==> src/rtl/par_ram_pkg.sv <==
package par_ram_pkg;
  localparam int unsigned WORD_W   = 16;
  localparam int unsigned BUS_W    = 32;
  localparam int unsigned BADDR_W  = 14;
  localparam logic [3:0]  CHK_KEY  = 4'hA;
  localparam int unsigned TEST_BIT = 8;

  typedef enum logic [1:0] {
    RG_DATA = 2'd0,
    RG_PAR  = 2'd1,
    RG_CSR  = 2'd2,
    RG_NONE = 2'd3
  } region_e;

  typedef enum logic [1:0] {
    CSR_PCTL = 2'd0,
    CSR_MODE = 2'd1,
    CSR_STAT = 2'd2,
    CSR_EADR = 2'd3
  } csr_e;
endpackage

==> src/rtl/par_init_seq.sv <==
module par_init_seq #(
  parameter int unsigned DEPTH = 32,
  localparam int unsigned AW = $clog2(DEPTH)
) (
  input  logic          clk_i,
  input  logic          rst_ni,
  input  logic          start_i,
  output logic          busy_o,
  output logic [AW-1:0] idx_o
);
  logic          busy_q;
  logic [AW-1:0] cnt_q;

  always_ff @(posedge clk_i or negedge rst_ni) begin
    if (!rst_ni) begin
      busy_q <= 1'b0;
      cnt_q  <= '0;
    end else if (!busy_q) begin
      if (start_i) begin
        busy_q <= 1'b1;
        cnt_q  <= '0;
      end
    end else begin
      if (cnt_q == AW'(DEPTH - 1)) busy_q <= 1'b0;
      cnt_q <= cnt_q + 1'b1;
    end
  end

  assign busy_o = busy_q;
  assign idx_o  = cnt_q;
endmodule

==> src/rtl/par_mem.sv <==
module par_mem #(
  parameter int unsigned DEPTH = 32,
  localparam int unsigned AW = $clog2(DEPTH),
  localparam int unsigned DW = par_ram_pkg::WORD_W
) (
  input  logic          clk_i,
  input  logic          we_i,
  input  logic [AW-1:0] widx_i,
  input  logic [DW-1:0] wdata_i,
  input  logic          pwe_i,
  input  logic [AW-1:0] pidx_i,
  input  logic          pbit_i,
  input  logic [AW-1:0] ridx_i,
  output logic [DW-1:0] rdata_o,
  output logic          rpar_o,
  output logic [DW-1:0] data_o [DEPTH],
  output logic          par_o  [DEPTH]
);
  logic [DW-1:0] data_q [DEPTH];
  logic          par_q  [DEPTH];

  // full write port always stores fresh odd parity; pwe is the test-window path
  always_ff @(posedge clk_i) begin
    if (we_i) begin
      data_q[widx_i] <= wdata_i;
      par_q[widx_i]  <= ~^wdata_i;
    end
    if (pwe_i) par_q[pidx_i] <= pbit_i;
  end

  assign rdata_o = data_q[ridx_i];
  assign rpar_o  = par_q[ridx_i];
  assign data_o  = data_q;
  assign par_o   = par_q;
endmodule

==> src/rtl/par_ctrl_regs.sv <==
module par_ctrl_regs
  import par_ram_pkg::*;
#(
  parameter int unsigned DEPTH = 32,
  localparam int unsigned AW = $clog2(DEPTH)
) (
  input  logic             clk_i,
  input  logic             rst_ni,
  input  logic             csr_we_i,
  input  logic [1:0]       csr_sel_i,
  input  logic [BUS_W-1:0] wdata_i,
  input  logic             fail_i,
  input  logic [AW-1:0]    fail_idx_i,
  output logic             chk_en_o,
  output logic             test_o,
  output logic             dw_en_o,
  output logic             err_o,
  output logic [AW-1:0]    err_idx_o,
  output logic [BUS_W-1:0] csr_rdata_o
);
  logic [3:0]    key_q;
  logic          test_q, dw_q, err_q;
  logic [AW-1:0] eidx_q;
  logic          clr;
  logic          unused_wdata;

  assign unused_wdata = ^{wdata_i[BUS_W-1:TEST_BIT+1], wdata_i[TEST_BIT-1:4]};
  assign clr = csr_we_i && (csr_e'(csr_sel_i) == CSR_STAT) && wdata_i[0];

  always_ff @(posedge clk_i or negedge rst_ni) begin
    if (!rst_ni) begin
      key_q  <= '0;
      test_q <= 1'b0;
      dw_q   <= 1'b0;
      err_q  <= 1'b0;
      eidx_q <= '0;
    end else begin
      if (csr_we_i && csr_e'(csr_sel_i) == CSR_PCTL) begin
        key_q  <= wdata_i[3:0];
        test_q <= wdata_i[TEST_BIT];
      end
      if (csr_we_i && csr_e'(csr_sel_i) == CSR_MODE) dw_q <= wdata_i[0];
      if (clr) begin
        err_q <= 1'b0;
      end else if (fail_i && !err_q) begin
        err_q  <= 1'b1;
        eidx_q <= fail_idx_i;
      end
    end
  end

  always_comb begin
    csr_rdata_o = '0;
    unique case (csr_e'(csr_sel_i))
      CSR_PCTL: begin
        csr_rdata_o[3:0]      = key_q;
        csr_rdata_o[TEST_BIT] = test_q;
      end
      CSR_MODE: csr_rdata_o[0]    = dw_q;
      CSR_STAT: csr_rdata_o[0]    = err_q;
      CSR_EADR: csr_rdata_o[AW-1:0] = eidx_q;
    endcase
  end

  assign chk_en_o  = (key_q == CHK_KEY);
  assign test_o    = test_q;
  assign dw_en_o   = dw_q;
  assign err_o     = err_q;
  assign err_idx_o = eidx_q;
endmodule

==> src/rtl/par_result_ram.sv <==
module par_result_ram
  import par_ram_pkg::*;
#(
  parameter int unsigned DEPTH = 32,
  localparam int unsigned AW = $clog2(DEPTH)
) (
  input  logic               clk_i,
  input  logic               rst_ni,
  input  logic               init_start_i,
  output logic               init_busy_o,
  input  logic               conv_we_i,
  input  logic [AW-1:0]      conv_addr_i,
  input  logic [WORD_W-1:0]  conv_data_i,
  input  logic               cpu_req_i,
  input  logic               cpu_we_i,
  input  logic [BADDR_W-1:0] cpu_addr_i,
  input  logic [BUS_W-1:0]   cpu_wdata_i,
  output logic [BUS_W-1:0]   cpu_rdata_o,
  output logic               par_err_o
);
  region_e           region;
  logic [AW-1:0]     cpu_idx;
  logic              cpu_wr, cpu_rd;
  logic              init_busy, init_we;
  logic [AW-1:0]     init_idx;
  logic              chk_en, test_mode, dw_en, err_flag;
  logic [AW-1:0]     err_idx;
  logic [BUS_W-1:0]  csr_rdata;
  logic              conv_ok, cpu_dwr, cpu_pwr, mem_we, chk_fail;
  logic [AW-1:0]     mem_widx;
  logic [WORD_W-1:0] mem_wdata, rd_data;
  logic              rd_par;
  logic [WORD_W-1:0] mem_data [DEPTH];
  logic              mem_par  [DEPTH];
  logic [BUS_W-1:0]  rdata_d, rdata_q;
  logic              unused_addr;

  assign region      = region_e'(cpu_addr_i[13:12]);
  assign cpu_idx     = cpu_addr_i[AW+1:2];
  assign unused_addr = ^{cpu_addr_i[11:AW+2], cpu_addr_i[1:0]};
  assign cpu_wr      = cpu_req_i && cpu_we_i;
  assign cpu_rd      = cpu_req_i && !cpu_we_i;

  par_init_seq #(.DEPTH(DEPTH)) u_init (
    .clk_i  (clk_i),
    .rst_ni (rst_ni),
    .start_i(init_start_i),
    .busy_o (init_busy),
    .idx_o  (init_idx)
  );
  assign init_we = init_busy;

  // priority: init sequence, then converter, then CPU
  assign conv_ok = conv_we_i && !init_busy;
  assign cpu_dwr = cpu_wr && region == RG_DATA && dw_en && !init_busy && !conv_we_i;
  assign cpu_pwr = cpu_wr && region == RG_PAR && test_mode && !init_busy && !conv_we_i;
  assign mem_we  = init_we || conv_ok || cpu_dwr;

  always_comb begin
    if (init_we) begin
      mem_widx  = init_idx;
      mem_wdata = '0;
    end else if (conv_ok) begin
      mem_widx  = conv_addr_i;
      mem_wdata = conv_data_i;
    end else begin
      mem_widx  = cpu_idx;
      mem_wdata = cpu_wdata_i[WORD_W-1:0];
    end
  end

  par_mem #(.DEPTH(DEPTH)) u_mem (
    .clk_i  (clk_i),
    .we_i   (mem_we),
    .widx_i (mem_widx),
    .wdata_i(mem_wdata),
    .pwe_i  (cpu_pwr),
    .pidx_i (cpu_idx),
    .pbit_i (cpu_wdata_i[0]),
    .ridx_i (cpu_idx),
    .rdata_o(rd_data),
    .rpar_o (rd_par),
    .data_o (mem_data),
    .par_o  (mem_par)
  );

  assign chk_fail = cpu_rd && region == RG_DATA && chk_en && !test_mode
                    && !(^{rd_data, rd_par});

  par_ctrl_regs #(.DEPTH(DEPTH)) u_regs (
    .clk_i      (clk_i),
    .rst_ni     (rst_ni),
    .csr_we_i   (cpu_wr && region == RG_CSR),
    .csr_sel_i  (cpu_addr_i[3:2]),
    .wdata_i    (cpu_wdata_i),
    .fail_i     (chk_fail),
    .fail_idx_i (cpu_idx),
    .chk_en_o   (chk_en),
    .test_o     (test_mode),
    .dw_en_o    (dw_en),
    .err_o      (err_flag),
    .err_idx_o  (err_idx),
    .csr_rdata_o(csr_rdata)
  );

  always_comb begin
    rdata_d = '0;
    unique case (region)
      RG_DATA: rdata_d = BUS_W'(rd_data);
      RG_PAR:  rdata_d = test_mode ? BUS_W'(rd_par) : '0;
      RG_CSR:  rdata_d = csr_rdata;
      RG_NONE: rdata_d = '0;
    endcase
  end

  always_ff @(posedge clk_i or negedge rst_ni) begin
    if (!rst_ni)     rdata_q <= '0;
    else if (cpu_rd) rdata_q <= rdata_d;
  end

  assign cpu_rdata_o = rdata_q;
  assign init_busy_o = init_busy;
  assign par_err_o   = err_flag;
endmodule

==> config.mk <==
export PLATFORM = sky130hd
export DESIGN_NAME = par_result_ram
export DESIGN_NICKNAME = d
export VERILOG_FILES = /design/src/rtl/par_ram_pkg.sv /design/src/rtl/par_init_seq.sv /design/src/rtl/par_mem.sv /design/src/rtl/par_ctrl_regs.sv /design/src/rtl/par_result_ram.sv
export SDC_FILE = /design/constraint.sdc
export NUM_CORES = 1
export LEC_CHECK = 0
export ABC_CLOCK_PERIOD_IN_PS = 7600
export BUFFER_PORTS_ARGS = -buffer_cell sky130_fd_sc_hd__buf_2
export CAP_MARGIN = 10
export CORE_ASPECT_RATIO = 0.75
export CORE_MARGIN = 2
export CORE_UTILIZATION = 55
export DETAILED_ROUTE_END_ITERATION = 12
export MAX_ROUTING_LAYER = met4
export PLACE_DENSITY = 0.77
export SLEW_MARGIN = 20
export SYNTH_ARGS = -nofsm -noshare
export SYNTH_HDL_FRONTEND = slang
export SYNTH_HIERARCHICAL = 1
export SYNTH_SLANG_ARGS = --single-unit
==> constraint.sdc <==
create_clock -name clk_i -period 7.6 [get_ports clk_i]
set_input_delay 0.76 -clock clk_i [delete_from_list [all_inputs] [get_ports clk_i]]
set_output_delay 0.76 -clock clk_i [all_outputs]
set_load 0.02 [all_outputs]
==> summary.txt <==
Outcome
  • Outcome: finished clean

STA
  • Rel. slew slack: 25.0%
  • Number of setup violations in the final report: 0
  • Number of max-slew violations in the final report: 0
  • Final worst hold slack: 213 ps
  • Clock Skew: 17.1 ps
  • Transition at the pin with the smallest max-transition slack: 1120 ps
  • Sum Neg Setup Slack: 0 ps
  • Clock period minus final worst setup slack: 4540 ps
  • Period utilization: 59.7%
  • Peak clock frequency supported by timing: 220 MHz
  • Smallest setup slack after layout: 3060 ps
  • Setup repair after global routing missed its margin: false
  • Total count of hold-check failures in the final report: 0

Synthesis
  • Count of warnings emitted by yosys: 6
  • Area fraction of the dominant cell type after synthesis: 61.8%
  • Leading area contributor after synthesis: edfxtp_1
  • Largest cells by area after synthesis: edfxtp_1, mux4_2, dfrtp_1
  • Most used standard cell by instance count after synthesis: edfxtp_1
  • Predominant post-synthesis flop cell: edfxtp_1
  • Proportion of synthesized area in mux cells: 17.3%
  • Share of synthesized flip-flops with an asynchronous set or reset: 8.42%
  • Post-Syn Area: 0.0249 mm²
  • Mean post-synth cell area: 17.4 µm²
  • Post-Synthesis Cells: 1,433
  • Share of synthesized area occupied by flip-flops and latches: 69.4%
  • Number of flops mapped to enable cells by yosys: 512
  • Compound-gate portion of the synthesized area: 5.04%
  • Main combinational cell family by area after synthesis: multiplexers
  • Commonest cells in the netlist: edfxtp_1, mux4_2, nand2_1
  • Xor/xnor share of the synthesized area: 1.13%
  • Number of library cell types mapped by synthesis: 56
  • Share of synthesized cell area in and, or, nand and nor gates: 4.16%
  • Share of synthesized cell area in full adder, half adder and majority cells: 0.352%
  • Number of synthesized register bits: 594

Worst setup path
  • Endpoint of the worst register-to-register path: u_regs/err_idx_o[4]
  • Worst reg2reg path depth: 11
  • Kind of start point of the critical path: primary input
  • Arrival time worst endpoint: 4990 ps
  • Startpoint of the most critical register-to-register path: u_mem/data_o[495]
  • CP startpoint: cpu_addr_i[5]
  • Setup slack, reg-to-reg: 3710 ps
  • End of the critical path: u_regs/err_idx_o[4]
  • Critical path data required time: 8050 ps
  • Crit Path Max Fanout: 95
  • Critical Path End Type: flip-flop
  • Crit path kind: in2reg

Final layout
  • Nets: 1,601
  • Relative area change from synthesis to final layout: 11.7%
  • Final core utilization: 62.2%
  • Diode count: 0
  • Number of fill cells: 3,001
  • Fraction of final layout cells with drive strength greater than 1: 28.6%

Detailed routing
  • Routed via count: 13,500
  • Avg Vias per Cell: 6.31
  • Iteration-0 DRC count of the detailed router: 1,824
  • WL per Instance: 26.7 µm
  • Total length of routed wires: 57.3 mm
  • First-pass iteration count of the detailed router: 6
  • Post-detailed-route count of antenna-violating nets: 0
  • DRC Markers: 0

Clock network
  • Total number of clock tree sinks: 594
  • Clock tree from TritonCTS: yes
  • Clock buffer count from CTS: 52
  • Buffer cell driving the clock tree root: clkbuf_16
  • PostCTS Resize Cnt: 0
  • Clock transition at the register clock pins on the worst setup and hold paths after CTS: 70 ps
  • Post-CTS repair timing setup buffer count: 0
  • Longest Clk Path Bufs: 3
  • Post-CTS Hold Buffers: 0
  • Worst-Skew Late Latency: 580 ps
  • Depth of the CTS H-tree: 2

Die
  • Initial Util: 55.7%
  • Cell Rows: 67
  • Full die area: 0.0470 mm²
  • Core box area: 0.0447 mm²
  • Die Height: 188 µm
  • IO Count: 107
  • Horizontal die dimension: 250 µm

Job
  • Max-capacitance violation count: 0

Placed design
  • Final HPWL DP: 32.1 mm
  • Total of buffers placed on input and output ports: 83
  • Pre-CTS setup slack: 2450 ps
  • Placer's final routability congestion estimate: 0.872

Power and ir drop
  • Static leakage: 9.50 nW
  • Power density of the placed cells: 339 mW/mm²
  • Maximum VDD drop: 0.397 mV

GRT
  • Global-route congestion overflow total: 0
  • First-pass GRT wire length: 85.3 mm
  • Pin count of the biggest net entering global routing: 96
  • Initial antenna violation count: 1
  • Number of global-route vias before repair: 13,600
  • Tot GR Track Use: 25.3%

Worst hold path
  • Type of the most critical hold path: in2async
## metal layers
metal | GRT usage [%] | vias up | wire [µm]
met3 | 4.64 | 94 | 5510
met2 | 39.8 | 687 | 27700
li1 | - | 5785 | -
met4 | 6.56 | 0 | 1390
met1 | 34.6 | 6979 | 22700
met5 | - | - | 0
## sequential cells by signal, summed over array words and instances (netlist names)
| name | count |
|---|---|
| cpu_rdata_o | 32 |
| u_init/busy_o | 1 |
| u_init/idx_o | 5 |
| u_mem/data_o | 512 |
| u_mem/par_o | 32 |
| u_regs/dw_en_o | 1 |
| u_regs/err_idx_o | 5 |
| u_regs/err_o | 1 |
| u_regs/key_q | 4 |
| u_regs/test_o | 1 |
## how the worst min path moves through the flow
stage	start	end	slack, ps	depth (start not counted)
finish	rst_ni	cpu_rdata_o[22]	210	1
global route	rst_ni	cpu_rdata_o[24]	260	1
CTS	cpu_wdata_i[8]	u_regs/test_o	420	2
detailed placement	u_mem/par_o[1]	u_mem/par_o[1]	450	2
global placement	u_mem/par_o[8]	u_mem/par_o[8]	440	2
floorplan	u_mem/par_o[18]	u_mem/par_o[18]	430	2
## layout by cell type (no fill, tap or decap), drive strengths merged, types with 4 or more instances in the layout
cell type and n:
nand2 111, nand3b 6, nor3b 5, a21oi 48
mux2 46, inv 8, bufinv 7, nor2 70
nand3 8, a22o 17, clkinv 18, clkbuf 64
a32oi 31, nand2b 6, mux2i 73, buf 126
edfxtp 512, ha 7, a211oi 17, dfxtp 32
dfrtp 50, and3 4, clkinvlp 4, xnor2 23
mux4 136, o21ai 74, conb 26
## power breakdown
part	switching (W)	internal, W
sequential	0.000171	0.00435
combinational	0.00153	0.000696
clock	0.00115	0.00152
total	0.00286	0.00656
## layout make-up
| class | instances | area [µm²] | area share (%) |
|---|---|---|---|
| repair buffers | 126 | 772 | 2.78 |
| inverters | 7 | 26.3 | 0.0945 |
| multi-input cells | 740 | 7300 | 26.3 |
| well taps | 586 | 733 | 2.64 |
| clock buffers | 64 | 1380 | 4.95 |
| flip-flops and latches | 594 | 17300 | 62.1 |
| clock inverters | 30 | 328 | 1.18 |
## through the flow
| step | std cells | power (W) | cell area, µm² |
|---|---|---|---|
| 2_1_floorplan | 1458 | 0.00586 | 25000 |
| 3_3_place_gp | 2053 | 0.00659 | 26000 |
| 3_5_place_dp | 2053 | 0.00672 | 26000 |
| 4_1_cts | 2147 | 0.00938 | 27700 |
| 5_1_grt | 2147 | 0.00975 | 27800 |
| 6_report | 2147 | 0.00942 | 27800 |
## critical path, cell delays in order
cell	delay, ps
buf_6	650
buf_4	510
mux4_2	370
mux2_2	260
o21ai_0	480
a21oi_1	210
xnor2_1	300
xnor2_2	160
xnor3_1	330
mux2i_1	320
nand3b_4	170
mux2_2	310
## logic make-up after synthesis
kind of cell,after synthesis
AOI/OAI and AO/OA,195
xor gates and xnor gates,28
adders and majority gates,7
buffers and inverters,124
DFF,594
muxes,255
other,1
and+or+nand+nor,229
No activity file was read; power rests on OpenSTA's default activity.
